===== src/rtl/sdiv_pkg.sv =====
package sdiv_pkg;

   typedef enum logic [1:0] {
      RSEL_FAST = 2'd0,
      RSEL_MID  = 2'd1,
      RSEL_SLOW = 2'd2
   } rsel_e;

   // the slow-ratio select has priority over the fast-ratio select
   function automatic rsel_e decode_sel(input logic s_slow, input logic s_fast);
      if (s_slow)
         return RSEL_SLOW;
      else if (s_fast)
         return RSEL_FAST;
      return RSEL_MID;
   endfunction

endpackage


===== src/rtl/sdiv_prescale.sv =====
module sdiv_prescale #(
   parameter int PRE_DIV = 4,
   localparam int QW     = $clog2(PRE_DIV),
   localparam int HALF   = PRE_DIV / 2
) (
   input  logic          clk,
   input  logic          rst,
   output logic [QW-1:0] q_cnt,
   output logic          q_wrap,
   output logic          quarter
);

   logic [QW-1:0] q_next;

   assign q_wrap = (q_cnt == QW'(PRE_DIV - 1));
   assign q_next = q_wrap ? '0 : q_cnt + QW'(1);

   // reset parks the counter on its last count so the first edge starts a period
   always_ff @(posedge clk) begin
      if (rst) begin
         q_cnt   <= QW'(PRE_DIV - 1);
         quarter <= 1'b0;
      end else begin
         q_cnt   <= q_next;
         quarter <= (q_next >= QW'(HALF));
      end
   end

endmodule


===== src/rtl/sdiv_ratio_sel.sv =====
module sdiv_ratio_sel
   import sdiv_pkg::*;
#(
   parameter int DIV_FAST = 2,
   parameter int DIV_MID  = 3,
   parameter int DIV_SLOW = 4,
   parameter int PW       = 3
) (
   input  logic          clk,
   input  logic          rst,
   input  logic          s_slow,
   input  logic          s_fast,
   input  logic          load,
   output logic [PW-1:0] pin_n,
   output logic [PW-1:0] n_act,
   output logic          cfg_err
);

   rsel_e pin_sel;

   assign pin_sel = decode_sel(s_slow, s_fast);

   always_comb begin
      case (pin_sel)
         RSEL_FAST: pin_n = PW'(DIV_FAST);
         RSEL_SLOW: pin_n = PW'(DIV_SLOW);
         default:   pin_n = PW'(DIV_MID);
      endcase
   end

   always_ff @(posedge clk) begin
      if (rst) begin
         n_act   <= pin_n;
         cfg_err <= 1'b0;
      end else begin
         if (load)
            n_act <= pin_n;
         if (s_slow && s_fast)
            cfg_err <= 1'b1;
      end
   end

endmodule


===== src/rtl/sdiv_post.sv =====
module sdiv_post #(
   parameter int PRE_DIV = 4,
   parameter int PW      = 3,
   parameter int TW      = 5,
   localparam int QW     = $clog2(PRE_DIV)
) (
   input  logic          clk,
   input  logic          rst,
   input  logic [QW-1:0] q_cnt,
   input  logic          q_wrap,
   input  logic [PW-1:0] pin_n,
   input  logic [PW-1:0] n_act,
   input  logic          ref_disable,
   output logic          terminal,
   output logic          fb_pulse,
   output logic          ref_out
);

   logic [PW-1:0] p_cnt;
   logic [TW-1:0] t_pos;
   logic [TW-1:0] t_half;
   logic          armed;

   assign terminal = q_wrap && (p_cnt == n_act - PW'(1));
   assign t_pos    = TW'(p_cnt) * TW'(PRE_DIV) + TW'(q_cnt);
   assign t_half   = TW'(n_act) * TW'(PRE_DIV / 2);

   always_ff @(posedge clk) begin
      if (rst) begin
         p_cnt    <= pin_n - PW'(1);
         fb_pulse <= 1'b0;
         armed    <= 1'b0;
         ref_out  <= 1'b0;
      end else begin
         if (terminal)
            p_cnt <= '0;
         else if (q_wrap)
            p_cnt <= p_cnt + PW'(1);
         fb_pulse <= terminal;
         // quiet at once, re-arm only on a period boundary
         if (ref_disable)
            armed <= 1'b0;
         else if (terminal)
            armed <= 1'b1;
         ref_out <= !ref_disable && armed && (t_pos < t_half);
      end
   end

endmodule


===== src/rtl/sonet_clk_divider.sv =====
module sonet_clk_divider #(
   parameter int PRE_DIV  = 4,
   parameter int DIV_FAST = 2,
   parameter int DIV_MID  = 3,
   parameter int DIV_SLOW = 4
) (
   input  logic clk_fast,
   input  logic rst,
   input  logic sel_div16,
   input  logic sel_div8,
   input  logic ref_disable,
   output logic clk_quarter,
   output logic clk_ref_out,
   output logic fb_pulse,
   output logic cfg_err
);

   localparam int PW = $clog2(DIV_SLOW + 1);
   localparam int QW = $clog2(PRE_DIV);
   localparam int TW = $clog2(DIV_SLOW * PRE_DIV) + 1;

   if (PRE_DIV < 2 || (PRE_DIV % 2) != 0) begin : g_bad_pre
      $error("PRE_DIV must be even and at least 2");
   end
   if (DIV_FAST < 2 || DIV_FAST >= DIV_MID || DIV_MID >= DIV_SLOW) begin : g_bad_post
      $error("post ratios must satisfy 2 <= DIV_FAST < DIV_MID < DIV_SLOW");
   end

   logic [QW-1:0] q_cnt;
   logic          q_wrap;
   logic [PW-1:0] pin_n;
   logic [PW-1:0] n_act;
   logic          terminal;

   sdiv_prescale #(.PRE_DIV(PRE_DIV)) u_pre (
      .clk     (clk_fast),
      .rst     (rst),
      .q_cnt   (q_cnt),
      .q_wrap  (q_wrap),
      .quarter (clk_quarter)
   );

   sdiv_ratio_sel #(
      .DIV_FAST (DIV_FAST),
      .DIV_MID  (DIV_MID),
      .DIV_SLOW (DIV_SLOW),
      .PW       (PW)
   ) u_sel (
      .clk     (clk_fast),
      .rst     (rst),
      .s_slow  (sel_div16),
      .s_fast  (sel_div8),
      .load    (terminal),
      .pin_n   (pin_n),
      .n_act   (n_act),
      .cfg_err (cfg_err)
   );

   sdiv_post #(.PRE_DIV(PRE_DIV), .PW(PW), .TW(TW)) u_post (
      .clk         (clk_fast),
      .rst         (rst),
      .q_cnt       (q_cnt),
      .q_wrap      (q_wrap),
      .pin_n       (pin_n),
      .n_act       (n_act),
      .ref_disable (ref_disable),
      .terminal    (terminal),
      .fb_pulse    (fb_pulse),
      .ref_out     (clk_ref_out)
   );

endmodule


===== config.mk =====
export PLATFORM = sky130hd
export DESIGN_NAME = sonet_clk_divider
export DESIGN_NICKNAME = d
export VERILOG_FILES = /design/src/rtl/sdiv_pkg.sv /design/src/rtl/sdiv_prescale.sv /design/src/rtl/sdiv_ratio_sel.sv /design/src/rtl/sdiv_post.sv /design/src/rtl/sonet_clk_divider.sv
export SDC_FILE = /design/constraint.sdc
export NUM_CORES = 1
export LEC_CHECK = 0
export ABC_AREA = 1
export CAP_MARGIN = 20
export CORE_MARGIN = 10
export CORE_UTILIZATION = 51
export DETAILED_ROUTE_END_ITERATION = 7
export GPL_TIMING_DRIVEN = 1
export PLACE_DENSITY_LB_ADDON = 0.25
export SLEW_MARGIN = 20
export SYNTH_ARGS = -nofsm -noshare
export SYNTH_HDL_FRONTEND = slang
export SYNTH_HIERARCHICAL = 1
export SYNTH_SLANG_ARGS = --single-unit

===== constraint.sdc =====
create_clock -name clk_fast -period 2.09 [get_ports clk_fast]
set_input_delay 0.418 -clock clk_fast [delete_from_list [all_inputs] [get_ports clk_fast]]
set_output_delay 0.418 -clock clk_fast [all_outputs]
set_load 0.02 [all_outputs]

==> metrics.md, run 1 <==
| Metric | Value |
|---|---|
| Buffer count from post-CTS setup fixing | 0 |
| Yosys warns | 6 |
| Post-synth cell types | 20 |
| Total gr overflow | 0 |
| Post-synth top area share | between 20% and 30% |
| Slew @ Worst Pin | 0.419 ns |
| Leak pwr | ~0.40 nW |
| Longest Clk Path Bufs | 2 |
| RR Startpoint | u_sel/n_act[0] |
| CTS sink cnt | 13 |
| Worst r2r path cells | 9 |
| Worst Hold Class | flip-flop to flip-flop |
| Mapped Avg Cell Area | around 8.2 um2 |
| Status | complete, no violations |
| Area grow syn2layout | 16.5% |
| Final Cycle Share | slightly below 80% |
| N_diodes | 0 |
| Max VDD drop | approximately 0.42 mV |
| CP peak stage delay | around 0.60 ns |
| Slowest stage cell, crit path | clkdlybuf4s50_1 |
| Worst Setup SP | u_sel/cfg_err |
| CTS tree | built |
| First-pass GRT wire length | between 2 and 2.5 mm |
| Vias in the first global route | 522 |
| Mapped Cells | between 80 and 90 |
| Final Skew | 0.00258 ns |
| Tot GR Track Use | around 8.0% |
| Pins over their slew limit | 0 |
| Top FF cell, synth | dfxtp_1 |
| Crit path buf inv count | 1 |
| Die width | between 50 and 60 um |
| Tmin final | 1.61 ns |
| Final Core Density | 63.0% |
| Post_cts resized | 0 |
| Largest area contributor in the netlist | edfxtp_1 |
| Largest net degree at the start of global routing | 13 |
| H-Tree Depth | 1 |
| Final hold viol count | 0 |
| Async SR Flop Fraction | 0% |
| Post-synth top cells | nand2_1 (19), inv_1 (18), nor2_1 (8) |
| Req. time, crit path | roughly 1.7 ns |
| RSZ-0062 raised after global routing | false |
| Kind of critical path | flip-flop to primary output |
| TritonRoute pass-1 iters | 4 |
| Via count | approximately 530 |
| Initial Utilization | 54.0% |
| Die area | between 0.003 and 0.004 mm2 |
| Worst setup SP type | flip-flop |
| Max-Cap Viols | 0 |
| CP Capture Point | cfg_err |
| Critical path data arrival time | roughly 1.2 ns |
| Placer Congestion | between 0.7 and 0.8 |
| Core area | approximately 0.0013 mm2 |
| Hold_buf cts | 0 |
| Port bufs | 8 |
| Crit path depth | 1 |
| Number of buffers created by CTS | 3 |
| Critical path's top delay family | buffers and inverters |
| CP Max Fanout | 2 |
| Io pins | 9 |
| Final Power | about 0.63 mW |
| Nets@finish | about 110 |
| Top post-synthesis cells by area | edfxtp_1 (26%), dfxtp_1 (20%), ha_1 (11%) |
| Row Count | 13 |
| Clock slew at reported path FFs | 0.07 ns |
| Final setup vio count | 0 |
| Reg-to-reg endpoint | u_sel/n_act[1] |
| Post-route DRC | 0 |
| EDFF count, synth | 6 |
| DR vias/cell | around 4.8 |
| Critical path cell sequence | clkdlybuf4s50_1 |
| Pwr/cell area | between 700 and 800 mW/mm2 |
| R2R setup slack | around 0.48 ns |
| Seq/Total Area, Yosys | a little under half |
| Netlist Area Pre-Place | between 700 and 800 um2 |
| Most frequent cell after synthesis | nand2_1 |
| Post-synthesis net count | 97 |
| Worst-Skew Late Latency | between 0.2 and 0.3 ns |
| Setup TNS | 0 ns |
| Die Ht | ~57 um |
| Drt wl/cell | just over 10 um |
| Wirelength, routed | 1.14 mm |
| Relative slew slack | a little under three quarters |
| Iter 0 DRT Violations | 2 |
| Post-DRT Antenna Nets | 0 |
| Post-DP HPWL | 949 um |
| Initial antenna violation count | 0 |
| Clk root buf | clkbuf_4 |
| #FFs+latches synth | 13 |
| Fmax achieved | just over 600 MHz |
| Crit. End Element | primary output |
| Share of layout cells above drive strength 1 | roughly 15% |
[metrics by stage]
step                      hold WS (ns)  worst slack, ns  cell area [um2]  cells
after global placement           0.431            0.298              793    107
final                            0.452            0.479              820    111
after detailed placement         0.441            0.251              793    107
after global routing             0.491            0.344              820    111
after CTS                        0.454            0.452              820    111
after floorplan                  0.417            0.584              703     86
[how the worst min path moves through the flow]
stage | startpoint | end | slack, ns | depth (start not counted)
global route | u_pre/q_cnt[0] | u_pre/q_cnt[0] | 0.49 | 1
global placement | u_pre/q_cnt[0] | u_pre/q_cnt[0] | 0.43 | 1
floorplan | u_pre/q_cnt[0] | u_pre/q_cnt[0] | 0.42 | 1
finish | u_pre/q_cnt[0] | u_pre/q_cnt[0] | 0.45 | 1
detailed placement | u_pre/q_cnt[0] | u_pre/q_cnt[0] | 0.44 | 1
CTS | u_pre/q_cnt[0] | u_pre/q_cnt[0] | 0.45 | 1
[power by group]
part | switching, mW | internal, mW
Clock | 0.0725 | 0.0738
Sequential | 0.0221 | 0.301
Combinational | 0.0895 | 0.0688
[per-layer routing]
metal / part of all wire, % / up-vias / track usage [%]
li1: - / 283 / -
met1: 45 / 239 / 8.19
met2: 50 / 5 / 13.0
met3: 1.8 / 2 / 1.55
met4: 2.4 / 0 / 8.05
met5: 0 / - / 0
[flip-flops by register name, summed over array words and instances (netlist names)]
signal / count
u_sel/cfg_err: 1
u_post/ref_out: 1
u_post/p_cnt: 3
u_post/armed: 1
u_pre/q_cnt: 2
u_post/fb_pulse: 1
u_pre/quarter: 1
u_sel/n_act: 3
[placed cells by master (no fill, tap or decap)]
master,synthesis,final
a21oi_1,2,2
a21oi_2,2,2
clkbuf_1,1,1
clkbuf_4,0,3
clkdlybuf4s50_1,0,8
dfxtp_1,7,7
edfxtp_1,6,6
ha_1,6,6
inv_1,18,18
inv_2,2,2
nand2_1,19,19
nand2_2,2,2
nand3_1,2,2
nand3_2,2,2
nor2_1,8,8
nor2_2,1,1
o21ai_0,2,2
o21ai_2,1,1
or2_1,2,2
or2_2,1,1
xnor2_1,1,1
[cells by family (layout without fill, tap and decap cells)]
group,Yosys count,after routing,share of synthesized area [%]
and+or+nand+nor,37,37,24.0
buffers and inverters,22,32,11.9
DFF,13,13,45.6
AOI/OAI and AO/OA,7,7,6.58
adders and majority gates,6,6,10.7
xor gates and xnor gates,1,1,1.25
[cell type report]
cell class / instances / area (um2)
Timing Repair Buffer: 8 / 80.1
Inverter: 20 / 75.1
Fill cell: 135 / 482
Multi-Input combinational cell: 51 / 299
Clock buffer: 4 / 26.3
Tap cell: 15 / 18.8
Sequential cell: 13 / 320
Note: power is estimated with default switching activity, not from simulation.
==> inputs of run 2 (changes only) <==
--- a/config.mk
+++ b/config.mk
@@ -8,7 +8,7 @@
 export ABC_AREA = 1
 export CAP_MARGIN = 20
 export CORE_MARGIN = 10
-export CORE_UTILIZATION = 51
+export CORE_UTILIZATION = 46
 export DETAILED_ROUTE_END_ITERATION = 7
 export GPL_TIMING_DRIVEN = 1
 export PLACE_DENSITY_LB_ADDON = 0.25
==> constraint.sdc (replaced) <==
create_clock -name clk_fast -period 1.41 [get_ports clk_fast]
set_input_delay 0.282 -clock clk_fast [delete_from_list [all_inputs] [get_ports clk_fast]]
set_output_delay 0.282 -clock clk_fast [all_outputs]
set_load 0.02 [all_outputs]
==> metrics.md, run 2 (same netlist as run 1, synthesis figures left out) <==
| Metric | Value |
|---|---|
| Status | finished, violations left |
| Failing checks | setup timing |
| Pwr/cell area | 1090 mW/mm2 (+42%) |
| Slowest stage cell, crit path | edfxtp_1 |
| Relative slew slack | 85.7% (+14 points) |
| Via count | 563 (+6.4%) |
| Final Skew | 0.00398 ns (+0.00140 ns) |
| Post-route DRC | 0 (unchanged) |
| Setup TNS | -0.391 ns (-0.391 ns) |
| R2R setup slack | -0.07 ns (-0.55 ns) |
| Buffer count from post-CTS setup fixing | 0 (unchanged) |
| Die Ht | 59.1 um (+3.4%) |
| Placer Congestion | 0.763 (+1.9%) |
| Largest regs | u_post/p_cnt: 3 flops, u_sel/n_act: 3 flops, u_pre/q_cnt: 2 flops |
| Io pins | 9 (unchanged) |
| Pins over their slew limit | 0 (unchanged) |
| Slew @ Worst Pin | 0.215 ns (-0.204 ns) |
| Initial antenna violation count | 0 (unchanged) |
| Area grow syn2layout | 31.9% |
| Critical path data arrival time | 1.52 ns (+0.33 ns) |
| Leak pwr | 0.466 nW (+15%) |
| Initial Utilization | 47.8% (-6.2 points) |
| Reg-to-reg endpoint | u_sel/n_act[2] |
| Commonest non-fill, non-tap cell in the layout | inv_1 |
| Number of buffers created by CTS | 3 (unchanged) |
| Max VDD drop | 0.574 mV (+37%) |
| Die area | 0.00349 mm2 (+7.0%) |
| DR vias/cell | 4.61 (-3.2%) |
| Worst r2r path cells | 9 (unchanged) |
| Largest net degree at the start of global routing | 8 (-5) |
| Clk root buf | clkbuf_4 |
| CTS sink cnt | 13 (unchanged) |
| Critical path cell sequence | inv_2, ha_4, inv_2, nand2_2, nand2_2, nor2_2, nand2_2, inv_2, or2_4 |
| CTS tree | built |
| Vias in the first global route | 537 (+2.9%) |
| H-Tree Depth | 1 (unchanged) |
| Final setup vio count | 7 (+7) |
| Max-Cap Viols | 0 (unchanged) |
| Worst Hold Class | flip-flop to flip-flop |
| Clock slew at reported path FFs | 0.07 ns (about the same) |
| Worst setup SP type | flip-flop |
| Final hold viol count | 0 (unchanged) |
| Final Cycle Share | 105% |
| Hold Slack | 0.451 ns (-0.00125 ns) |
| Total gr overflow | 0 (unchanged) |
| Post-DP Area | 882 um2 (+11%) |
| Worst Setup SP | u_sel/n_act[0] |
| Iter 0 DRT Violations | 5 (+3) |
| Share of layout cells above drive strength 1 | 34.9% (+20 points) |
| N_diodes | 0 (unchanged) |
| Req. time, crit path | 1.45 ns (-0.22 ns) |
| CP Capture Point | u_sel/n_act[2] |
| Kind of critical path | flip-flop to flip-flop |
| RR Startpoint | u_sel/n_act[0] |
| Drt wl/cell | 10.6 um (+2.8%) |
| Longest Clk Path Bufs | 2 (unchanged) |
| CP peak stage delay | 0.42 ns (-0.18 ns) |
| Post-DP HPWL | 1.07 mm (+13%) |
| Crit. End Element | flip-flop |
| TritonRoute pass-1 iters | 2 (-2) |
| Worst-Skew Late Latency | 0.28 ns (about the same) |
| Post-DRT Antenna Nets | 0 (unchanged) |
| RSZ-0062 raised after global routing | true |
| Fmax achieved | roughly 670 MHz |
| Port bufs | 8 (unchanged) |
| Tot GR Track Use | 8.13% (+0.14 points) |
| Die width | 59.1 um (+3.4%) |
| Wirelength, routed | 1.29 mm (+13%) |
| Hold_buf cts | 0 (unchanged) |
| First-pass GRT wire length | 2.18 mm (+3.3%) |
| Row Count | 14 (+1) |
| Core area | 0.00147 mm2 (+13%) |
| Post-route worst setup slack | -0.0731 ns (-0.552 ns) |
| Highest-count cells in the layout ignoring fill and taps | inv_1 (14), nand2_1 (12), buf_4 (9), nand2_2 (9), nor2_1 (8) |
| Final Instance Area | 927 um2 (+13%) |
| Tmin final | ~1.5 ns |
| CP Max Fanout | 3 (+1) |
| Nets@finish | 118 (+9.3%) |
[run 2: changes by cell type in the layout (fill, tap and decap cells not counted)]
cell             delta
buf_4               +9
nand2_1             -7
buf_6               +1
or2_1               -1
inv_1               -4
dlygate4sd2_1       +4
o21ai_1             +1
clkdlybuf4s50_1     -4
ha_4                +1
o21ai_0             -1
ha_1                -1
inv_2               +4
or2_4               +1
nand2_2             +7
[run 2: metrics by stage]
stage               cells  util [%]  setup WS [ns]  total power, mW
floorplan              86         -        -0.0450            0.665
global placement      118      59.9         -0.204            0.757
detailed placement    118      59.9         -0.243            0.769
CTS                   122      61.6        -0.0644             1.00
global route          122      63.0         -0.145             1.08
finish                122      63.0        -0.0731             1.01
[run 2: cell type report]
class                           instances  area (um2)
Inverter                               20        75.1
Clock buffer                            4        26.3
Multi-Input combinational cell         51         332
Fill cell                             138         544
Tap cell                               16        20.0
Timing Repair Buffer                   18         154
Sequential cell                        13         320
[run 2: routing by layer]
layer  vias up  global-route usage [%]  part of all wire, %
met4         0                    5.90                  3.1
met1       249                    8.37                   43
met2         8                    14.3                   52
met3         4                    1.50                  2.6
li1        302                       -                    -
met5         -                       0                    0
[run 2: worst max-delay path, delay by kind of cell, from the launching register on]
family	cells	cell delay (ns)
simple gates	5	0.45
fa+ha+maj	1	0.21
flops	1	0.42
buf+inv	3	0.18
[run 2: what timing repair did]
| action | CTS | global route |
|---|---|---|
| resized for setup | 6 | 10 |
| endpoints found under the setup margin | 10 | 7 |
| pin swaps | 1 | 4 |
| cloned | 0 | 0 |
| endpoints found under the hold margin | 0 | 0 |
[run 2: worst min-delay path by stage]
stage / slack (ns) / start / end / cells after the start
global route: 0.47 / u_pre/q_cnt[0] / u_pre/q_cnt[0] / 1
CTS: 0.45 / u_pre/q_cnt[0] / u_pre/q_cnt[0] / 1
global placement: 0.43 / u_pre/q_cnt[0] / u_pre/q_cnt[0] / 1
floorplan: 0.34 / rst / u_sel/cfg_err / 1
detailed placement: 0.44 / u_pre/q_cnt[0] / u_pre/q_cnt[0] / 1
finish: 0.45 / u_pre/q_cnt[0] / u_pre/q_cnt[0] / 1
[run 2: power by group]
part,leakage [nW],switching [mW],total [mW],internal [mW]
Sequential,0.118,0.0341,0.480,0.446
Combinational,0.333,0.156,0.299,0.143
Clock,0.0150,0.121,0.231,0.110
==> inputs of run 3 (changes only) <==
--- a/config.mk
+++ b/config.mk
@@ -6,7 +6,7 @@
 export NUM_CORES = 1
 export LEC_CHECK = 0
 export ABC_AREA = 1
-export CAP_MARGIN = 20
+export CAP_MARGIN = 15
 export CORE_MARGIN = 10
 export CORE_UTILIZATION = 46
 export DETAILED_ROUTE_END_ITERATION = 7
==> results of run 3 <==
No change in the layout: final DEF, timing and power equal those of run 2.
